### config.mk
export PLATFORM = sky130hd
export DESIGN_NAME = i2c_cond_gen
export DESIGN_NICKNAME = d
export VERILOG_FILES = /design/src/rtl/i2c_cond_pkg.sv /design/src/rtl/i2c_cond_req.sv /design/src/rtl/i2c_cond_seq.sv /design/src/rtl/i2c_cond_det.sv /design/src/rtl/i2c_cond_gen.sv
export SDC_FILE = /design/constraint.sdc
export NUM_CORES = 1
export LEC_CHECK = 0
export ABC_AREA = 1
export BUFFER_PORTS_ARGS = -buffer_cell sky130_fd_sc_hd__buf_2
export CORE_ASPECT_RATIO = 2
export CORE_MARGIN = 3
export CORE_UTILIZATION = 60
export CTS_BUF_LIST = sky130_fd_sc_hd__clkbuf_4 sky130_fd_sc_hd__clkbuf_8 sky130_fd_sc_hd__clkbuf_16
export CTS_CLUSTER_SIZE = 20
export DETAILED_ROUTE_END_ITERATION = 10
export PLACE_DENSITY = 0.82
export SYNTH_ARGS = -nofsm -noshare
export SYNTH_HDL_FRONTEND = slang
export SYNTH_SLANG_ARGS = --single-unit
### constraint.sdc
create_clock -name clk_i -period 5.1 [get_ports clk_i]
set_input_delay 1.02 -clock clk_i [delete_from_list [all_inputs] [get_ports clk_i]]
set_output_delay 1.02 -clock clk_i [all_outputs]
set_load 0.005 [all_outputs]
### src/rtl/i2c_cond_pkg.sv
package i2c_cond_pkg;
  typedef enum logic [1:0] {
    K_NONE    = 2'd0,
    K_START   = 2'd1,
    K_RESTART = 2'd2,
    K_STOP    = 2'd3
  } cond_e;

  typedef struct packed {
    logic scl;
    logic sda;
  } lvl_t;

  function automatic lvl_t phase_lvl(cond_e k, logic [1:0] ph);
    lvl_t l;
    l = '{scl: 1'b1, sda: 1'b1};
    case (k)
      K_START:   l = '{scl: 1'b1, sda: 1'b0};
      K_RESTART: begin
        if (ph == 2'd0)      l = '{scl: 1'b0, sda: 1'b1};
        else if (ph == 2'd1) l = '{scl: 1'b1, sda: 1'b1};
        else                 l = '{scl: 1'b1, sda: 1'b0};
      end
      K_STOP:    l = (ph == 2'd0) ? '{scl: 1'b0, sda: 1'b0} : '{scl: 1'b1, sda: 1'b0};
      default:   l = '{scl: 1'b1, sda: 1'b1};
    endcase
    return l;
  endfunction

  function automatic logic [1:0] last_phase(cond_e k);
    case (k)
      K_RESTART: return 2'd2;
      K_STOP:    return 2'd1;
      default:   return 2'd0;
    endcase
  endfunction

  function automatic lvl_t final_lvl(cond_e k);
    return (k == K_STOP) ? '{scl: 1'b1, sda: 1'b1} : '{scl: 1'b0, sda: 1'b0};
  endfunction

  // pending bit index: 0 start, 1 restart, 2 stop
  function automatic logic [2:0] kind_mask(cond_e k);
    case (k)
      K_START:   return 3'b001;
      K_RESTART: return 3'b010;
      K_STOP:    return 3'b100;
      default:   return 3'b000;
    endcase
  endfunction
endpackage

### src/rtl/i2c_cond_req.sv
module i2c_cond_req
  import i2c_cond_pkg::*;
#(
  parameter int NREQ = 3
) (
  input  logic            clk_i,
  input  logic            rst_ni,
  input  logic [NREQ-1:0] set_i,
  input  logic [NREQ-1:0] clr_i,
  output logic [NREQ-1:0] pend_o,
  output cond_e           pick_o
);
  logic [NREQ-1:0] pend_q;

  for (genvar i = 0; i < NREQ; i++) begin : g_bit
    always_ff @(posedge clk_i or negedge rst_ni) begin
      if (!rst_ni) pend_q[i] <= 1'b0;
      else         pend_q[i] <= (pend_q[i] & ~clr_i[i]) | set_i[i];
    end
  end

  always_comb begin
    if (pend_q[2])      pick_o = K_STOP;
    else if (pend_q[1]) pick_o = K_RESTART;
    else if (pend_q[0]) pick_o = K_START;
    else                pick_o = K_NONE;
  end

  assign pend_o = pend_q;
endmodule

### src/rtl/i2c_cond_seq.sv
module i2c_cond_seq
  import i2c_cond_pkg::*;
#(
  parameter int CNT_W = 16
) (
  input  logic             clk_i,
  input  logic             rst_ni,
  input  logic [CNT_W-1:0] half_i,
  input  logic             go_i,
  input  cond_e            kind_i,
  input  logic             track_i,
  input  lvl_t             eng_i,
  output logic             busy_o,
  output logic             fin_o,
  output cond_e            kind_o,
  output lvl_t             lvl_o
);
  logic             busy_q;
  cond_e            kind_q;
  logic [1:0]       ph_q;
  logic [CNT_W-1:0] cnt_q;
  logic [CNT_W-1:0] lim;
  lvl_t             lvl_q;
  logic             wrap;

  assign lim   = (half_i == '0) ? '0 : half_i - 1'b1;
  assign wrap  = busy_q && (cnt_q >= lim);
  assign fin_o = wrap && (ph_q == last_phase(kind_q));

  always_ff @(posedge clk_i or negedge rst_ni) begin
    if (!rst_ni) begin
      busy_q <= 1'b0;
      kind_q <= K_NONE;
      ph_q   <= '0;
      cnt_q  <= '0;
      lvl_q  <= '{scl: 1'b1, sda: 1'b1};
    end else if (busy_q) begin
      if (wrap) begin
        cnt_q <= '0;
        if (fin_o) begin
          busy_q <= 1'b0;
          lvl_q  <= final_lvl(kind_q);
        end else begin
          ph_q  <= ph_q + 2'd1;
          lvl_q <= phase_lvl(kind_q, ph_q + 2'd1);
        end
      end else begin
        cnt_q <= cnt_q + 1'b1;
      end
    end else if (go_i) begin
      busy_q <= 1'b1;
      kind_q <= kind_i;
      ph_q   <= '0;
      cnt_q  <= '0;
      lvl_q  <= phase_lvl(kind_i, 2'd0);
    end else if (track_i) begin
      lvl_q <= eng_i;  // start from the engine's levels on hand-over
    end
  end

  assign busy_o = busy_q;
  assign kind_o = kind_q;
  assign lvl_o  = lvl_q;
endmodule

### src/rtl/i2c_cond_det.sv
module i2c_cond_det (
  input  logic clk_i,
  input  logic rst_ni,
  input  logic en_i,
  input  logic scl_i,
  input  logic sda_i,
  output logic hit_o
);
  logic scl_q, sda_q;

  always_ff @(posedge clk_i or negedge rst_ni) begin
    if (!rst_ni) begin
      scl_q <= 1'b1;
      sda_q <= 1'b1;
    end else begin
      scl_q <= scl_i;
      sda_q <= sda_i;
    end
  end

  assign hit_o = en_i && scl_q && scl_i && (sda_q ^ sda_i);
endmodule

### src/rtl/i2c_cond_gen.sv
module i2c_cond_gen
  import i2c_cond_pkg::*;
#(
  parameter int CNT_W = 16
) (
  input  logic             clk_i,
  input  logic             rst_ni,
  input  logic [CNT_W-1:0] half_period_i,
  input  logic             sel_i,
  input  logic             set_start_i,
  input  logic             set_restart_i,
  input  logic             set_stop_i,
  input  logic             eng_scl_i,
  input  logic             eng_sda_i,
  output logic             scl_drive_low_o,
  output logic             sda_drive_low_o,
  output logic             done_irq_o,
  output logic [2:0]       req_pend_o
);
  logic  busy, fin, go, pass, hit, irq_q, gen_on;
  logic [2:0] set_v, clr_v, pend;
  cond_e pick, kind;
  lvl_t  lvl, eng;

  assign set_v = {set_stop_i, set_restart_i, set_start_i};
  assign eng   = '{scl: eng_scl_i, sda: eng_sda_i};
  assign pass  = !sel_i && !busy;
  assign go    = sel_i && !busy && (|pend);
  assign clr_v = fin ? kind_mask(kind) : 3'b000;

  i2c_cond_req #(.NREQ(3)) u_req (
    .clk_i (clk_i), .rst_ni(rst_ni), .set_i(set_v), .clr_i(clr_v),
    .pend_o(pend), .pick_o(pick)
  );

  i2c_cond_seq #(.CNT_W(CNT_W)) u_seq (
    .clk_i (clk_i), .rst_ni(rst_ni), .half_i(half_period_i), .go_i(go),
    .kind_i(pick), .track_i(pass), .eng_i(eng), .busy_o(busy),
    .fin_o (fin), .kind_o(kind), .lvl_o(lvl)
  );

  i2c_cond_det u_det (
    .clk_i(clk_i), .rst_ni(rst_ni), .en_i(pass), .scl_i(eng_scl_i),
    .sda_i(eng_sda_i), .hit_o(hit)
  );

  always_ff @(posedge clk_i or negedge rst_ni) begin
    if (!rst_ni) irq_q <= 1'b0;
    else         irq_q <= fin | hit;
  end

  assign gen_on          = sel_i || busy;
  assign scl_drive_low_o = !(gen_on ? lvl.scl : eng_scl_i);
  assign sda_drive_low_o = !(gen_on ? lvl.sda : eng_sda_i);
  assign done_irq_o      = irq_q;
  assign req_pend_o      = pend;
endmodule

* Yosys cells after proc, flatten, opt, wreduce, memory -nomap -nowiden
Cells that the tools add are included.
** Storage, ports and cells
- Register bits after elaboration :: 29
- Input port bits :: 24
- Output and inout bits :: 6
- Logic and storage cells :: 90
** Operators by class
- $add $sub $neg :: 3
- Order comparisons :: 1
- Equal/unequal tests :: 10
- Mux-type cells :: 31
- Bitwise logic cells :: 12
- Reductions and logical operators :: 21
** Operator list (number)
- $mux 16 :: 4
- $mux 2 :: 14
- $add 16x1->16 const B :: 1
- $ge 16x16->1 :: 1
- $logic_not 16->1 :: 1
- $sub 16x1->16 const B :: 1
- $pmux 2 s3 :: 2
- $pmux 3 s3 :: 1
- $eq 2x2->1 const B :: 4
- $logic_and 1x1->1 :: 8
- $mux 1 :: 8
- $eq 2x1->1 const B :: 3
- $logic_not 1->1 :: 4
- $ne 2x2->1 const B :: 2
- $not 1->1 :: 4
- $or 1x1->1 :: 4
- $pmux 2 s2 :: 1
- $reduce_and 2->1 :: 2
- $and 1x1->1 :: 3
- $mux 3 :: 1
- $reduce_and 3->1 :: 1
- $reduce_bool 3->1 :: 1
- $reduce_or 3->1 :: 1
- $add 2x1->2 const B :: 1
- 5 further kinds :: 5

* Depth between registers and ports, before layout
- Depth after elaboration :: 9
- Mapped depth :: 21

* Modules after synthesis
Synthesis repeated with hierarchy kept, for this count alone.
** Unflattened totals
- Cells, all modules :: 352
- Area, all modules :: 2437.3 um^2
** By module, submodules not included
- i2c_cond_seq :: instances 1, cells each 297, area each 2087.0 um^2, seq. area each 578.1 um^2
- i2c_cond_req :: instances 1, cells each 20, area each 138.9 um^2, seq. area each 75.1 um^2
- i2c_cond_gen :: instances 1, cells each 26, area each 128.9 um^2, seq. area each 25.0 um^2
- i2c_cond_det :: instances 1, cells each 9, area each 82.6 um^2, seq. area each 52.6 um^2

* Worst setup path before layout
Ideal clock, no wire load.
- Path type :: input to register
- Start point :: in half_period_i[3]
- End point :: reg u_seq.ph_q[0]
- Arrival time :: 3.084 ns
- Data required time :: 4.974 ns
- Slack :: 1.890 ns
- Stages on the path :: 16
- Buffers on the path :: 0
- Cells stage by stage :: or2_1 nor2_2 nand3_2 nor2_4 nand3_2 o31ai_2 nand3_1 ha_1 a21oi_1 o21ai_0 a21oi_1 nand3_2 nand2_1 inv_2 nand2_1 o21ai_0
** Between the ends
- Cells in the longest elaborated chain, start to end :: 7
- Elaborated cells between the ends (all ways) :: 9
- Classes of those cells :: add/sub: 1; order compare: 1; eq/ne: 2; mux: 1; reduce/logical: 4
** Ends and longest elaborated chain
- start: declaration :: RTL line i2c_cond_gen.sv:8 : input logic [CNT_W-1:0] half_period_i,
- $sub 16x1->16 / $logic_not 16->1 (equally long branches) :: RTL line i2c_cond_seq.sv:26 : assign lim = (half_i == '0) ? '0 : half_i - 1'b1;
- $mux 16 * :: RTL line i2c_cond_seq.sv:26
- $ge 16x16->1 * :: RTL line i2c_cond_seq.sv:27 : assign wrap = busy_q && (cnt_q >= lim);
- $logic_and 1x1->1 * :: RTL line i2c_cond_seq.sv:27
- $logic_and 1x1->1 :: RTL line i2c_cond_seq.sv:28 : assign fin_o = wrap && (ph_q == last_phase(kind_q));
- $ne 2x2->1 (no line)
- $reduce_and 3->1 (no line) *
- end signal: assignment :: RTL line i2c_cond_seq.sv:44 : ph_q <= ph_q + 2'd1;
- end: declaration :: RTL line i2c_cond_seq.sv:20 : logic [1:0] ph_q;
Mark *: on every way between the ends. The rest lies on a longest branch, timed or not.
A chain may end at the register's enable or synchronous reset.

* Final worst setup path
- Start point :: in half_period_i[7]
- End point :: reg u_seq.lvl_q, in the netlist u_seq.lvl_o[1]
** Between the ends
- Cells in the longest elaborated chain, start to end :: 8
- Elaborated cells between the ends (all ways) :: 11
- Classes of those cells :: add/sub: 1; order compare: 1; eq/ne: 1; mux: 4; reduce/logical: 4
** Ends and longest elaborated chain
- $sub 16x1->16 / $logic_not 16->1 (equally long branches) :: RTL line i2c_cond_seq.sv:26
- $mux 16 * :: RTL line i2c_cond_seq.sv:26
- $ge 16x16->1 * :: RTL line i2c_cond_seq.sv:27
- $logic_and 1x1->1 * :: RTL line i2c_cond_seq.sv:27
- $logic_and 1x1->1 :: RTL line i2c_cond_seq.sv:28
- $mux 2 :: RTL line i2c_cond_seq.sv:40 : if (fin_o) begin
- $mux 2 :: RTL line i2c_cond_seq.sv:38 : if (wrap) begin
- $mux 2 :: RTL line i2c_cond_seq.sv:37 : end else if (busy_q) begin
- end signal: assignment :: RTL line i2c_cond_seq.sv:36 : lvl_q <= '{scl: 1'b1, sda: 1'b1};
- end signal: assignment :: RTL line i2c_cond_seq.sv:42 : lvl_q <= final_lvl(kind_q);
- end signal: assignment :: RTL line i2c_cond_seq.sv:45 : lvl_q <= phase_lvl(kind_q, ph_q + 2'd1);
- end: declaration :: RTL line i2c_cond_seq.sv:23 : lvl_t lvl_q;
Mark *: on every way between the ends. The rest lies on a longest branch, timed or not. The select of a mux whose other input is x is not followed.

==> out/qor.csv <==
metric,value,unit
cts_resized,0,
synth_top_area_share,26.57,%
wl,5616,um
synth.area.top_cells,"dfrtp_1, nand2_1, ha_1, inv_1, nor2_1",
drcViolationCount,0,
start_util,63.90,%
syn_nets,367,
row_count,31,
path_buf_inv,2,
grt_pass1_vias,2366,
synth_area,0.002355,mm2
synth_flop_cell,dfrtp_1,
die_x,50.30,um
synth_area_leader_cell,dfrtp_1,
die_area,0.004758,mm2
tns,0,ns
cp_top_family,simple AND/OR/NAND/NOR gates,
rsz0062_at_grt,false,
synth_most_common_cell,nand2_1,
clk_latency,0.27,ns
io_pins,30,
antenna_found_initial,0,
ir_drop,0.3095,mV
crit_path_top_delay_cell,nor3_1,
ant_nets,0,
clock_skew,0.002100,ns
path_common_cell,nand2_1,
synth_edf_count,0,
ff_latch_area,730.7,um2
p_total,1.038,mW
fill_cells,305,
grt_use_total,26.42,%
die_y,94.60,um
stdcell_count,406,
dr.pass1.iters,4,
via_count,2260,
startpoint_type,primary input,
gp_congestion,0.8834,
cp_max_fo,6,
grt_pass1_wl,9632,um
hpwl,4595,um
cts_buffers,5,
r2r-start,u_seq.cnt_q[6],
ys_types,35,
clkTransAtPathRegs,0.06,ns
hp-start,u_seq.lvl_o[0],
avgSynthCellArea,7.290,um2
multi_input_area,0.001414,mm2
ys_seq_area_share,31.03,%
ys_ff_latch,29,
slew_violations,0,
cts_tree,built,
yosysWarningCount,0,
via_per_inst,5.567,
grt_max_degree,30,
antenna_cells,0,
power_leakage,1.344,nW
io_buffers,29,
hp-class,reg -> reg,
status,"complete, no violations",
drt_iter0_markers,61,
period_needed,3.566,ns
critPathRequiredTime,5.31,ns
path_cells,"buf_2, nor2_4, nand2_1, nor2_1, inv_1, nor3_1, or2_2, ha_1, a21oi_1, nand2_1, nand2_1, nand2_1, nand2_1, nand2_1, nand2_1, nand3_1, nand2_1, nor2_1, nor2_1",
setup_viol,0,
clockBufferDepth,2,
drv_cap,0,
slowest_delay,0.51,ns
coreArea,0.003685,mm2
nets,400,
powerDensity,394.3,mW/mm2
fmax,280.5,MHz
crit_start,half_period_i[7],
wl_per_cell,13.83,um
final-hold-violation-count,0,
min_period_over_period,69.91,%
clock_sinks,29,
worstPathArrival,3.77,ns
timing.hold.ws,0.5102,ns
async_flop_share,100.0,%
tightest_slew,0.6466,ns
root_buffer,clkbuf_8,
hold_buffers,0,
grt-ovfl-total,0,
post-cts-setup-buffers,0,
postSynthCellCount,323,
yosys-top-cells-count,"nand2_1, inv_1, nor2_1",
drive_gt1_share,17.65,%
end_kind,flop,
relSlewSlack,56.56,%
placed_cells,398,
critPathKind,in -> reg,
area_delta_synth_final,11.85,%
htree_num_levels,2,
[path summary, 6_finish.rpt]
| kind | endpoint | slack [ns] | depth (start not counted) |
|---|---|---|---|
| min | u_seq.lvl_o[0] | 0.51 | 2 |
| min in group asynchronous | u_seq.ph_q[0] | 0.77 | 1 |
| max in group asynchronous | done_irq_o | 3.90 | 1 |
| min reg2reg | u_seq.lvl_o[0] | 0.51 | 2 |
| max | u_seq.lvl_o[1] | 1.53 | 19 |
| max reg2reg | u_seq.lvl_o[1] | 3.08 | 14 |
[where the power goes]
part | leakage [nW] | internal, mW | switching [mW]
combinational | 0.946 | 0.174 | 0.280
clock | 0.0498 | 0.113 | 0.0791
sequential | 0.348 | 0.304 | 0.0881
[stage by stage]
step	util, %	worst slack, ns	area, um2
2_1_floorplan	-	1.890	2355
5_1_grt	71.48	1.224	2634
3_3_place_gp	69.00	1.290	2542
3_5_place_dp	69.00	1.282	2542
6_report	71.48	1.534	2634
4_1_cts	71.48	1.565	2634
[final cells by class]
class,instances,share of cell area (%)
multi-input combinational,240,53.68
sequential,29,27.74
inverter,51,7.268
timing repair buffer,29,5.511
clock buffer,8,3.468
tap,49,2.328
[worst register-to-register path: cells and delay by family, from the launching register on]
kind                       cells  cell delay [ns]
buffers and inverters          1             0.06
adders and majority gates      1             0.30
DFF                            1             0.43
and+or+nand+nor               12             1.19
[logic make-up after synthesis]
logic type / Yosys count / share of synthesized area [%]
flops: 29 / 31.03
fa+ha+maj: 20 / 10.63
buf+inv: 54 / 8.926
mux: 2 / 0.8502
xor+xnor: 14 / 5.207
compound gates: 51 / 12.27
simple gates: 153 / 31.08
[state kept, by name, summed over array words and instances, names as in the netlist]
signal,count
u_seq.busy_o,1
u_det.sda_q,1
u_seq.ph_q,2
u_seq.lvl_o,2
u_seq.cnt_q,16
done_irq_o,1
u_req.pend_o,3
u_det.scl_q,1
u_seq.kind_o,2
[cell usage in the layout, fill, tap and decap left out, types with 2 or more instances in the layout]
cell type / n
nor3_1: 8
xor2_1: 12
ha_1: 20
nor2_4: 3
nand2_1: 68
clkbuf_8: 5
nand3_1: 13
xnor2_1: 2
nor2_2: 3
a21oi_1: 15
buf_2: 29
inv_2: 3
nor2_1: 31
or2_2: 3
dfrtp_1: 25
dfstp_2: 4
clkbuf_4: 3
mux2i_1: 2
a21o_1: 2
inv_1: 48
o22ai_1: 6
nand4_1: 10
nor3_2: 2
nor4_1: 3
o21ai_1: 4
o21ai_0: 18
nand3_2: 5
o21bai_1: 2
[routing by layer]
| layer | share of wire [%] | global-route usage, % | vias up |
|---|---|---|---|
| li1 | - | - | 1131 |
| met1 | 34 | 23.17 | 1030 |
| met2 | 57 | 51.31 | 72 |
| met3 | 3.2 | 3.476 | 27 |
| met4 | 5.6 | 20.00 | 0 |
| met5 | 0 | 0 | - |
(Power assumes the default switching activity.)
